## src/rtl/blkrep_pkg.sv

```systemverilog
package blkrep_pkg;
    typedef enum logic [2:0] {
        ST_IDLE,
        ST_GAP1,
        ST_DEC1,
        ST_GAP2,
        ST_DEC2,
        ST_FETCH
    } seq_state_t;

    localparam logic [1:0] SEL_PAIR      = 2'd0;
    localparam logic [1:0] SEL_PAIR_NZ   = 2'd1;
    localparam logic [1:0] SEL_HIGH_A    = 2'd2;
    localparam logic [1:0] SEL_HIGH_B    = 2'd3;
endpackage

```

## src/rtl/blkrep_cond.sv

```systemverilog
module blkrep_cond
    import blkrep_pkg::*;
#(
    parameter int REG_W = 8
) (
    input  logic [1:0]         sel,
    input  logic               repeat_en,
    input  logic [2*REG_W-1:0] bc,
    input  logic               zf,
    output logic               take_rep,
    output logic               load_wz
);
    logic pair_nz;
    logic high_nz;
    logic cond;

    assign pair_nz = |bc;
    assign high_nz = |bc[2*REG_W-1:REG_W];

    always_comb begin
        cond    = 1'b0;
        load_wz = 1'b0;
        unique case (sel)
            SEL_PAIR: begin
                cond    = pair_nz;
                load_wz = 1'b1;
            end
            SEL_PAIR_NZ: begin
                cond    = pair_nz && !zf;
                load_wz = 1'b1;
            end
            SEL_HIGH_A,
            SEL_HIGH_B: begin
                cond    = high_nz;
                load_wz = 1'b0;
            end
            default: begin
                cond    = 1'b0;
                load_wz = 1'b0;
            end
        endcase
    end

    assign take_rep = repeat_en && cond;
endmodule

```

## src/rtl/blkrep_seq.sv

```systemverilog
module blkrep_seq
    import blkrep_pkg::*;
(
    input  logic clk,
    input  logic rst_n,
    input  logic eval,
    input  logic take_rep,
    output logic start,
    output logic busy,
    output logic pc_dec,
    output logic fetch_go
);
    seq_state_t state_q;
    seq_state_t state_d;

    always_comb begin
        state_d = state_q;
        unique case (state_q)
            ST_IDLE:  if (eval && take_rep) state_d = ST_GAP1;
            ST_GAP1:  state_d = ST_DEC1;
            ST_DEC1:  state_d = ST_GAP2;
            ST_GAP2:  state_d = ST_DEC2;
            ST_DEC2:  state_d = ST_FETCH;
            ST_FETCH: state_d = ST_IDLE;
            default:  state_d = ST_IDLE;
        endcase
    end

    always_ff @(posedge clk) begin
        if (!rst_n) state_q <= ST_IDLE;
        else        state_q <= state_d;
    end

    always_comb begin
        start    = 1'b0;
        busy     = 1'b1;
        pc_dec   = 1'b0;
        fetch_go = 1'b0;
        unique case (state_q)
            ST_IDLE: begin
                busy     = 1'b0;
                start    = eval && take_rep;
                fetch_go = eval && !take_rep;
            end
            ST_DEC1,
            ST_DEC2:  pc_dec   = 1'b1;
            ST_FETCH: fetch_go = 1'b1;
            default: begin
                start    = 1'b0;
            end
        endcase
    end
endmodule

```

## src/rtl/blkrep_addr.sv

```systemverilog
module blkrep_addr #(
    parameter int PC_W = 16
) (
    input  logic            clk,
    input  logic            rst_n,
    input  logic            start,
    input  logic            load_wz,
    input  logic            pc_dec,
    input  logic            busy,
    input  logic [PC_W-1:0] pc,
    output logic [PC_W-1:0] pc_value,
    output logic [PC_W-1:0] wz_q
);
    localparam logic [PC_W-1:0] ONE = PC_W'(1);

    logic [PC_W-1:0] pc_work;

    always_ff @(posedge clk) begin
        if (!rst_n) begin
            pc_work <= '0;
            wz_q    <= '0;
        end else begin
            if (start)       pc_work <= pc;
            else if (pc_dec) pc_work <= pc_work - ONE;
            if (start && load_wz) wz_q <= pc + ONE;
        end
    end

    assign pc_value = busy ? pc_work : pc;
endmodule

```

## src/rtl/block_repeat_unit.sv

```systemverilog
module block_repeat_unit #(
    parameter int REG_W = 8,
    parameter int PC_W  = 16
) (
    input  logic               clk,
    input  logic               rst_n,
    input  logic               eval,
    input  logic [1:0]         sel,
    input  logic               repeat_en,
    input  logic [2*REG_W-1:0] bc,
    input  logic               zf,
    input  logic [PC_W-1:0]    pc,
    input  logic               irq_pend,
    output logic               rep_taken,
    output logic               busy,
    output logic               pc_dec,
    output logic               fetch_go,
    output logic [PC_W-1:0]    pc_value,
    output logic [PC_W-1:0]    wz_q,
    output logic               irq_take
);
    logic take_rep;
    logic load_wz;
    logic start;

    blkrep_cond #(.REG_W(REG_W)) cond_i (
        .sel       (sel),
        .repeat_en (repeat_en),
        .bc        (bc),
        .zf        (zf),
        .take_rep  (take_rep),
        .load_wz   (load_wz)
    );

    blkrep_seq seq_i (
        .clk      (clk),
        .rst_n    (rst_n),
        .eval     (eval),
        .take_rep (take_rep),
        .start    (start),
        .busy     (busy),
        .pc_dec   (pc_dec),
        .fetch_go (fetch_go)
    );

    blkrep_addr #(.PC_W(PC_W)) addr_i (
        .clk      (clk),
        .rst_n    (rst_n),
        .start    (start),
        .load_wz  (load_wz),
        .pc_dec   (pc_dec),
        .busy     (busy),
        .pc       (pc),
        .pc_value (pc_value),
        .wz_q     (wz_q)
    );

    assign rep_taken = start;
    assign irq_take  = fetch_go && irq_pend;
endmodule

```

## config.mk

```make
export PLATFORM = sky130hd
export DESIGN_NAME = block_repeat_unit
export DESIGN_NICKNAME = d
export VERILOG_FILES = /design/src/rtl/blkrep_pkg.sv /design/src/rtl/blkrep_cond.sv /design/src/rtl/blkrep_seq.sv /design/src/rtl/blkrep_addr.sv /design/src/rtl/block_repeat_unit.sv
export SDC_FILE = /design/constraint.sdc
export NUM_CORES = 1
export LEC_CHECK = 0
export CORE_ASPECT_RATIO = 0.8
export CORE_UTILIZATION = 51
export DETAILED_ROUTE_END_ITERATION = 7
export DONT_BUFFER_PORTS = 1
export GPL_TIMING_DRIVEN = 0
export PLACE_DENSITY = 0.72
export SLEW_MARGIN = 10
export SYNTH_ARGS = -nofsm -noshare
export SYNTH_HDL_FRONTEND = slang
export SYNTH_SLANG_ARGS = --single-unit
export TNS_END_PERCENT = 1
```

## constraint.sdc

```tcl
create_clock -name clk -period 3.56 [get_ports clk]
set_input_delay 0.712 -clock clk [delete_from_list [all_inputs] [get_ports clk]]
set_output_delay 0.712 -clock clk [all_outputs]
set_load 0.02 [all_outputs]
```

==> impl_metrics.tcl, run 1 <==
set metrics [dict create \
    run_status "complete, no violations" \
    die-area_sq_um 4320 \
    p_leak_nw 0.826 \
    p_per_area_nw_per_um2 526 \
    cts_setup_buffers 0 \
    cts_resized 0 \
    min_to "addr_i.pc_work[1]" \
    antenna_found_initial 0 \
    critPathBufInv 3 \
    critPathMaxStageDelay_ns 0.51 \
    synthSimpleGateAreaFrac 0.321 \
    diodes 0 \
    io_buffer_count 0 \
    relSlewSlack 0.535 \
    drt_first_pass_iters 4 \
    final_util 0.589 \
    htreeDepth 2 \
    hold_start "addr_i.pc_work[1]" \
    peakVddDrop_v 0.000264 \
    whs_ns 0.495 \
    required_ns 2.85 \
    worst_pin_slew_ns 0.697 \
    post-route-cell-area_sq_um 2250 \
    rsz0062_at_grt "no" \
    cp_slowest_cell "or4_1" \
    cts_tree "yes" \
    period_needed_ns 3.31 \
    finalHoldViolations 0 \
    whs_path_depth 2 \
    ys_types 45 \
    grt_max_degree 12 \
    synth_compound_area_frac 0.205 \
    wl_per_cell_um 15.6 \
    synthFlopType "dfxtp_1" \
    critPathCaptureType "output port" \
    path_cells "or4_1, nor2_1, a21o_1, clkbuf_1, inv_1, clkbuf_1" \
    clk_latency_ns 0.30 \
    layout-drive-gt1-share 0.0621 \
    timing.critical_path.mode_cell "clkbuf_1" \
    vias 2000 \
    synth_edf_count 0 \
    seq_area_frac_synth 0.339 \
    finalSetupTns_ns 0 \
    synth_area_sq_um 2070 \
    grt_pass1_wl_um 8270 \
    synth_mux_area_frac 0.00484 \
    ant_nets 0 \
    grtUsageTotal 0.260 \
    drt_wl_total_um 5380 \
    critPathArrivalTime_ns 2.60 \
    grt_overflow_total 0 \
    die_h_um 59.0 \
    nFillCells 381 \
    clk_pin_slew_worst_paths_ns 0.07 \
    r2r-start "seq_i.state_q[0]" \
    maxCapViolCount 0 \
    fmax_mhz 302 \
    synth_nets 324 \
    drc_errors 0 \
    cp_max_fo 10 \
    ys_seq_elements 35 \
    worst_r2r_path_depth 9 \
    regToRegSetupSlack_ns 0.92 \
    setup.worst_path.start_class "input port" \
    syn_inst 282 \
    die_x_um 73.2 \
    yosys_warnings 0 \
    vias_per_cell 5.80 \
    finalClockSkew_ns 0.00309 \
    drtIter0Drc 80 \
    num_rows 20 \
    numClockSinks 35 \
    cp_top_family "buffers and inverters" \
    grt_pass1_vias 1701 \
    ys_async_sr_fraction 0 \
    numCtsBuffers 5 \
    critPathKind "in -> out" \
    routabilityCongestion 0.852 \
    finalSetupViolCount 0 \
    hp-class "reg -> reg" \
    synthAdderAreaFrac 0.0121 \
    initial_core_util 0.540 \
    worstReg2RegEnd "addr_i.pc_work[10]" \
    synth_top_family_by_area "simple AND/OR/NAND/NOR gates" \
    cts_root_buf "clkbuf_8" \
    syn-mean-instance-area_sq_um 7.33 \
    ioPinCount 77 \
    hpwlAfterDp_um 3990 \
    nets 331 \
    fin_crit_sh 0.930 \
    clock_path_buffers 2 \
    area_growth_pct 9.01 \
    place_area_sq_um 2140 \
    synth_xor_area_frac 0.0720 \
    core_sq_um 3830 \
    slew_violations 0 \
    cts_hold_buffers 0 \
]
-- cells in the mapped netlist, types with 3 or more instances --
master / count / area, sq um
nand2_1: 62 / 233
nand3_1: 13 / 65.1
o211ai_1: 6 / 45.0
dfxtp_1: 35 / 701
nor4_1: 3 / 18.8
a211oi_1: 17 / 128
xnor2_1: 10 / 87.6
clkbuf_1: 15 / 56.3
nor2_1: 30 / 113
or4_1: 3 / 22.5
nand4_1: 4 / 25.0
o21ai_0: 3 / 15.0
xor2_1: 7 / 61.3
nor3_1: 7 / 35.0
a31oi_1: 7 / 43.8
a21oi_1: 15 / 75.1
inv_1: 6 / 22.5
-- tightest hold or removal path, stage by stage (launching register included) --
cell	delay, ns
dfxtp_1	0.33
nand3_1	0.07
a21oi_1	0.05
-- routing by layer --
layer,vias up,track usage,part of all wire
li1,1012,-,-
met1,904,0.360,0.47
met2,76,0.384,0.44
met3,8,0.0651,0.077
met4,0,0.112,0.014
met5,-,0,0
-- state kept, by name, summed over array words and instances (netlist names) --
signal and cells:
addr_i.wz_q 16, addr_i.pc_work 16, seq_i.state_q 3
-- area by class of cell --
| cell class | count | area (sq um) | area share |
|---|---|---|---|
| clock inverter | 2 | 35.0 | 0.0155 |
| sequential | 35 | 701 | 0.311 |
| multi-input combinational | 222 | 1270 | 0.564 |
| tap | 55 | 68.8 | 0.0305 |
| clock buffer | 6 | 82.6 | 0.0366 |
| inverter | 7 | 26.3 | 0.0117 |
| buffer | 18 | 70.1 | 0.0311 |
-- cell usage in the layout (no fill, tap or decap), types with 2 or more instances in the layout --
cell type  Yosys  final
nand2_1       62     62
dfxtp_1       35     35
nor2_1        30     30
a211oi_1      17     17
clkbuf_1      15     15
a21oi_1       15     15
nand3_1       13     13
xnor2_1       10     10
nor3_1         7      7
xor2_1         7      7
a31oi_1        7      7
inv_1          6      6
o211ai_1       6      6
clkbuf_8       0      6
nand4_1        4      4
o21ai_0        3      3
or4_1          3      3
nor4_1         3      3
buf_2          2      2
a21o_1         2      2
nand3b_1       2      2
nand2b_1       2      2
a2bb2oi_1      2      2
nor3b_1        2      2
and3_1         2      2
or3_1          2      2
o311ai_0       2      2
or3_2          2      2
ha_1           2      2
-- cells by family (layout without fill, tap and decap cells) --
family / Yosys count / count (layout)
multiplexers: 1 / 1
AND/OR/NAND/NOR: 141 / 141
flip-flops: 35 / 35
buffers and inverters: 25 / 33
XOR/XNOR: 17 / 17
adder cells (fa/ha/maj): 2 / 2
AO/OA/AOI/OAI: 61 / 61
-- power breakdown --
group	internal (W)	leakage, nW	total, W	switching [W]
logic	0.000111	0.479	0.000330	0.000219
clock network	0.000227	0.0612	0.000382	0.000156
registers	0.000428	0.286	0.000474	0.0000461
total	0.000766	0.826	0.00119	0.000421
-- worst max path at each step --
stage          slack (ns)   from         to  cells past startpoint
2_1_floorplan        0.67  bc[9]   irq_take                      5
3_3_place_gp         0.26  bc[9]  rep_taken                      6
3_5_place_dp         0.29  bc[9]  rep_taken                      6
4_1_cts              0.29  bc[9]  rep_taken                      6
5_1_grt              0.14  bc[9]  rep_taken                      6
6_report             0.25  bc[9]  rep_taken                      6
-- metrics by stage --
step           setup slack [ns]  cells  total power, W
2_1_floorplan             0.669    282        0.000748
3_3_place_gp              0.259    337        0.000805
3_5_place_dp              0.291    337        0.000809
4_1_cts                   0.291    345         0.00118
5_1_grt                   0.139    345         0.00125
6_report                  0.249    345         0.00119
Note: power is estimated with default switching activity, not from simulation.
==> run 2: changes to the inputs <==
- TNS_END_PERCENT: 1 -> default
==> results of run 2 <==
The final DEF is identical to that of run 1; final timing and power are the same.
==> run 3: changes to the inputs <==
- CTS_CLUSTER_DIAMETER: default -> 30
==> results of run 3 <==
The final DEF is identical to that of run 1; final timing and power are the same.
